File: config.mk
export PLATFORM = sky130hd
export DESIGN_NAME = redund_mode_seq
export DESIGN_NICKNAME = d
export VERILOG_FILES = /design/src/rtl/rms_pkg.sv /design/src/rtl/rms_clean_counter.sv /design/src/rtl/rms_milestone.sv /design/src/rtl/rms_ckpt_ctl.sv /design/src/rtl/redund_mode_seq.sv
export SDC_FILE = /design/constraint.sdc
export NUM_CORES = 1
export LEC_CHECK = 0
export ABC_CLOCK_PERIOD_IN_PS = 4750
export BUFFER_PORTS_ARGS = -buffer_cell sky130_fd_sc_hd__buf_4
export CORE_UTILIZATION = 25
export DETAILED_ROUTE_END_ITERATION = 12
export PLACE_DENSITY_LB_ADDON = 0.1
export SETUP_SLACK_MARGIN = 0.3
export SKIP_CTS_REPAIR_TIMING = 1
export SLEW_MARGIN = 20
export SYNTH_ARGS = -nofsm -noshare
export SYNTH_HDL_FRONTEND = slang
export SYNTH_HIERARCHICAL = 1
export SYNTH_SLANG_ARGS = --single-unit
File: constraint.sdc
create_clock -name clk -period 4.75 [get_ports clk]
set_input_delay 0.95 -clock clk [delete_from_list [all_inputs] [get_ports clk]]
set_output_delay 0.95 -clock clk [all_outputs]
set_load 0.005 [all_outputs]
File: src/rtl/rms_pkg.sv
package rms_pkg;

    typedef enum logic {
        MODE_TMR = 1'b0,
        MODE_TSR = 1'b1
    } rms_mode_e;

    typedef struct packed {
        rms_mode_e mode;
        logic      ended;
    } rms_top_state_t;

    typedef struct packed {
        logic req;
        logic seg;
        logic commit;
        logic mis;
        logic rb;
    } rms_ckpt_state_t;

endpackage

File: src/rtl/rms_clean_counter.sv
module rms_clean_counter #(
    parameter int IW         = 16,
    parameter int DEF_THRESH = 1000
) (
    input  logic          clk,
    input  logic          rst_n,
    input  logic          thresh_wr,
    input  logic [IW-1:0] thresh_val,
    input  logic          clear,
    input  logic          retire,
    input  logic          err,
    output logic          reach
);
    localparam logic [IW-1:0] CNT_MAX = {IW{1'b1}};

    typedef struct packed {
        logic [IW-1:0] cnt;
        logic [IW-1:0] thresh;
    } cnt_state_t;

    cnt_state_t st_q, st_d;
    logic [IW:0] cnt_inc;

    always_comb begin
        st_d    = st_q;
        cnt_inc = {1'b0, st_q.cnt} + (IW+1)'(1);
        reach   = retire && !err && !clear && (cnt_inc >= {1'b0, st_q.thresh});
        if (thresh_wr) begin
            st_d.thresh = thresh_val;
        end
        if (clear || err) begin
            st_d.cnt = '0;
        end else if (retire && (st_q.cnt != CNT_MAX)) begin
            st_d.cnt = cnt_inc[IW-1:0];
        end
    end

    always_ff @(posedge clk or negedge rst_n) begin
        if (!rst_n) begin
            st_q.cnt    <= '0;
            st_q.thresh <= IW'(DEF_THRESH);
        end else begin
            st_q <= st_d;
        end
    end
endmodule

File: src/rtl/rms_milestone.sv
module rms_milestone #(
    parameter int LW        = 10,
    parameter int STEP      = 250,
    parameter int NUM_MILES = 3
) (
    input  logic          clk,
    input  logic          rst_n,
    input  logic [LW-1:0] loop_cnt,
    output logic          hit
);
    logic [LW-1:0]        prev_q, prev_d;
    logic [NUM_MILES-1:0] at_mile;
    logic                 fwd_step;

    for (genvar k = 0; k < NUM_MILES; k++) begin : g_mile
        assign at_mile[k] = (loop_cnt == LW'((k + 1) * STEP));
    end

    always_comb begin
        prev_d   = loop_cnt;
        fwd_step = (loop_cnt == prev_q + LW'(1));
        hit      = fwd_step && (|at_mile);
    end

    always_ff @(posedge clk or negedge rst_n) begin
        if (!rst_n) begin
            prev_q <= '0;
        end else begin
            prev_q <= prev_d;
        end
    end
endmodule

File: src/rtl/rms_ckpt_ctl.sv
module rms_ckpt_ctl
    import rms_pkg::*;
(
    input  logic clk,
    input  logic rst_n,
    input  logic restart,
    input  logic enter,
    input  logic tsr,
    input  logic hit,
    input  logic done,
    input  logic mismatch,
    output logic req,
    output logic seg,
    output logic commit,
    output logic rb
);
    rms_ckpt_state_t st_q, st_d;
    logic mis_rise;

    always_comb begin
        st_d     = st_q;
        mis_rise = tsr && mismatch && !st_q.mis;
        st_d.rb  = 1'b0;
        st_d.mis = tsr && mismatch;
        if (restart || enter) begin
            st_d.req    = 1'b0;
            st_d.seg    = 1'b1;
            st_d.commit = 1'b0;
            st_d.mis    = 1'b0;
        end else if (tsr) begin
            if (mis_rise) begin
                st_d.rb  = 1'b1;
                st_d.req = 1'b0;
            end else if (st_q.req && done) begin
                st_d.req    = 1'b0;
                st_d.commit = st_q.seg;
                st_d.seg    = ~st_q.seg;
            end else if (!st_q.req && hit) begin
                st_d.req = 1'b1;
            end
        end
    end

    always_ff @(posedge clk or negedge rst_n) begin
        if (!rst_n) begin
            st_q <= '{req: 1'b0, seg: 1'b1, commit: 1'b0, mis: 1'b0, rb: 1'b0};
        end else begin
            st_q <= st_d;
        end
    end

    assign req    = st_q.req;
    assign seg    = st_q.seg;
    assign commit = st_q.commit;
    assign rb     = st_q.rb;
endmodule

File: src/rtl/redund_mode_seq.sv
module redund_mode_seq
    import rms_pkg::*;
#(
    parameter int IW         = 16,
    parameter int LW         = 10,
    parameter int STEP       = 250,
    parameter int NUM_MILES  = 3,
    parameter int DEF_THRESH = 1000
) (
    input  logic          clk,
    input  logic          rst_n,
    input  logic          thresh_wr,
    input  logic [IW-1:0] thresh_val,
    input  logic          run_start,
    input  logic          instr_ret,
    input  logic          tmr_err,
    input  logic          prog_end,
    input  logic [LW-1:0] loop_cnt,
    input  logic [LW-1:0] loop_dup,
    input  logic          ckpt_done,
    output logic          mode_tsr,
    output logic          ckpt_req,
    output logic          ckpt_seg,
    output logic          rollback,
    output logic          restore_seg
);
    rms_top_state_t st_q, st_d;
    logic reach, hit, switch_now, in_tsr, mismatch;

    rms_clean_counter #(.IW(IW), .DEF_THRESH(DEF_THRESH)) u_cnt (
        .clk       (clk),
        .rst_n     (rst_n),
        .thresh_wr (thresh_wr),
        .thresh_val(thresh_val),
        .clear     (run_start),
        .retire    (instr_ret),
        .err       (tmr_err),
        .reach     (reach)
    );

    rms_milestone #(.LW(LW), .STEP(STEP), .NUM_MILES(NUM_MILES)) u_mile (
        .clk     (clk),
        .rst_n   (rst_n),
        .loop_cnt(loop_cnt),
        .hit     (hit)
    );

    always_comb begin
        st_d       = st_q;
        in_tsr     = (st_q.mode == MODE_TSR);
        mismatch   = (loop_cnt != loop_dup);
        switch_now = !in_tsr && reach && !st_q.ended && !prog_end && !run_start;
        if (run_start) begin
            st_d.mode  = MODE_TMR;
            st_d.ended = 1'b0;
        end else begin
            st_d.ended = st_q.ended | prog_end;
            if (switch_now) begin
                st_d.mode = MODE_TSR;
            end
        end
    end

    always_ff @(posedge clk or negedge rst_n) begin
        if (!rst_n) begin
            st_q <= '{mode: MODE_TMR, ended: 1'b0};
        end else begin
            st_q <= st_d;
        end
    end

    rms_ckpt_ctl u_ckpt (
        .clk     (clk),
        .rst_n   (rst_n),
        .restart (run_start),
        .enter   (switch_now),
        .tsr     (in_tsr),
        .hit     (hit),
        .done    (ckpt_done),
        .mismatch(mismatch),
        .req     (ckpt_req),
        .seg     (ckpt_seg),
        .commit  (restore_seg),
        .rb      (rollback)
    );

    assign mode_tsr = in_tsr;
endmodule

==> results.yml <==
layout:
  multi_input_area_um2: 1634
  drive_above_1_share_pct: 20.81
  seqCellArea_um2: 1235
  nNetsFinal: 431
  final_cell_mix: "buf_4, dfrtp_1, nand2_1"
  nFillCells: 1183
  diodes: 0
  final_cell_area_um2: 3649
  mostFrequentLayoutCell: "buf_4"
  area_growth_pct: 21.86
  final_cells: 513
floorplanning:
  coreArea_um2: 11560
  start_util_pct: 25.89
  dieWidth_um: 111.4
  die_y_um: 111.4
  dieArea_um2: 12420
  rows: 39
  io_pins: 49
grt:
  grt_overflow: 0
  grt_usage_pct: 11.45
  grt_first_pass_wirelength_um: 11320
  grt_max_degree: 50
  grt_antenna_before_repair: 0
  grt_pass1_vias: 2220
cts:
  cts-root-buf: "clkbuf_16"
  cts_tree: "yes"
  clock-sinks: 49
  path_clk_slew_ns: 0.06
  cts_buffers: 5
  clock_tree.buffer_depth: 2
  clk_latency_ns: 0.29
  htreeDepth: 2
timing:
  final_hold_viol_count: 0
  worstMarginPinSlew_ns: 0.6710
  drv_slew: 0
  rsz0062_at_grt: "false"
  fin_skew_ns: 0.003961
  fin_crit_ns: 3.932
  slew_headroom_pct: 54.78
  setup_viol: 0
  finalCritPeriodShare_pct: 82.79
  setup_total_negative_slack_ns: 0
  fmax_mhz: 254.3
worst_setup_path:
  end_kind: "register"
  worstPathMaxFanout: 5
  worstPathCellList: "ha_1, nand4_2, or2_0, nor2_1, and2_1, xor2_1, ha_1, nand3_1, nor3_1, a41oi_1, a41oi_1, nand2_1, nor3_1, nor2_4, and4_4, a31o_1"
  worst_ep_arrival_time_ns: 4.11
  cpMaxStageDelayCell: "nor3_1"
  critical_path_class: "reg2reg"
  worstSetupStartpointType: "register"
  cpLargestDelayFamily: "simple AND/OR/NAND/NOR gates"
  r2r-start: "u_cnt/st_q[16]"
  cp_num_buf_inv: 0
  required_ns: 4.93
  slowest_delay_ns: 0.47
  rrSetupSlack_ns: 0.82
  startpoint: "u_cnt/st_q[16]"
power:
  peakVddDrop_uv: 116.6
  leakagePower_nw: 1.631
  power_density_nw_per_um2: 259.0
synth:
  postSynth.asyncResetShare_pct: 100.0
  synth_cell_type_count: 55
  ys_seq_area_share_pct: 41.25
  synth_area_per_cell_um2: 9.299
  syn_nets: 384
  synthTopCellsByArea: "dfrtp_1, ha_1, dfstp_2, xor2_1, xnor2_1"
  synth-edff-count: 0
  synth_seq_cells: 49
  synthFlopType: "dfrtp_1"
  synth_top_area_share_pct: 35.10
  synthCells: 322
  ys_warn_count: 6
  synth_area_um2: 2994
  yosys.area.top_type: "dfrtp_1"
detailed_routing:
  routedWlPerCell_um: 13.61
  viasPerCell: 4.567
  drc_errors: 6
  drt_pass1_iterations: 8
  wirelength_um: 6980
  drtIter0Drc: 124
  ant_nets: 0
  num_vias: 2343
status:
  status: "finished, violations left"
  violations: "DRC"
placement:
  place_congestion: 0.7781
  place_inst: 505
  dpl.hpwl_um: 5303
  dpl_cell_area_um2: 3491
  io_buffers: 48
job:
  cap_violations: 0
hold_path:
  holdCritStartpoint: "u_ckpt/st_q[1]"
  hp-class: "reg2reg"
final timing paths:
check                           cells after the start          endpoint
worst max-delay path                               16     u_ckpt/commit
worst max register to register                     16     u_ckpt/commit
min in group asynchronous                           1    u_cnt/st_q[19]
worst min register to register                      1         u_ckpt/rb
max in group asynchronous                           1  u_mile/prev_q[7]
worst min-delay path                                1         u_ckpt/rb
cell type report:
cell class                 count  share of cell area, %
clock buffer                   7                  4.184
sequential                    49                  33.85
inverter                      20                  2.058
clock inverter                 1                 0.1372
tap                          143                  4.904
timing repair buffer          49                  10.08
multi-input combinational    244                  44.79
report_power, final:
part	internal, W	switching, W
combinational	0.0000558	0.0000672
clock	0.000223	0.000152
sequential	0.000438	0.00000878
Yosys cell counts, types with 2 or more instances:
| cell | instances |
|---|---|
| clkbuf_1 | 3 |
| xor2_1 | 21 |
| mux2i_1 | 3 |
| nand3_2 | 2 |
| o2111ai_1 | 2 |
| dfrtp_1 | 42 |
| ha_1 | 18 |
| dfstp_2 | 7 |
| xnor2_1 | 19 |
| nor4_1 | 5 |
| a21o_1 | 2 |
| buf_2 | 4 |
| o21ai_0 | 27 |
| nand3_1 | 12 |
| nor3_1 | 11 |
| or3_1 | 7 |
| nand4_1 | 6 |
| nand2b_1 | 5 |
| nand2_1 | 30 |
| a21oi_1 | 15 |
| inv_1 | 20 |
| or2_0 | 2 |
| a41oi_1 | 2 |
| nor2_1 | 26 |
sequential cells by signal, summed over array words and instances, names as in the netlist:
| signal | flops |
|---|---|
| u_mile/prev_q | 10 |
| u_ckpt/commit | 1 |
| u_ckpt/seg | 1 |
| u_ckpt/req | 1 |
| u_ckpt/rb | 1 |
| mode_tsr | 1 |
| u_ckpt/st_q | 1 |
| u_cnt/st_q | 32 |
| st_q | 1 |
through the flow:
stage,power (W),worst slack (ns),hold WS [ns],util (%)
global route,0.0009953,0.6100,0.4781,31.55
global placement,0.0005800,0.9719,0.4445,30.19
CTS,0.0009647,0.7859,0.4507,31.55
floorplan,0.0005168,1.342,0.4168,-
detailed placement,0.0005800,0.8122,0.4418,30.19
finish,0.0009451,0.8176,0.4488,31.55
metal layers:
| layer | track usage [%] | routed length [um] | part of all wire, % | up-vias |
|---|---|---|---|---|
| met5 | 0 | 0 | 0 | - |
| met3 | 2.014 | 192 | 2.8 | 4 |
| met2 | 16.88 | 3056 | 44 | 27 |
| met1 | 16.80 | 3672 | 53 | 1096 |
| li1 | - | - | - | 1216 |
| met4 | 3.784 | 58 | 0.83 | 0 |
kinds of logic (layout without fill, tap and decap cells):
logic type,count (synthesis),in the layout,share of synthesized area (%)
adder cells (fa/ha/maj),18,18,7.522
AO/OA/AOI/OAI,61,61,12.79
AND/OR/NAND/NOR,121,121,21.19
buffers and inverters,29,77,4.179
multiplexers,4,4,1.379
flip-flops,49,49,41.25
XOR/XNOR,40,40,11.70
Note: power is estimated with default switching activity, not from simulation.
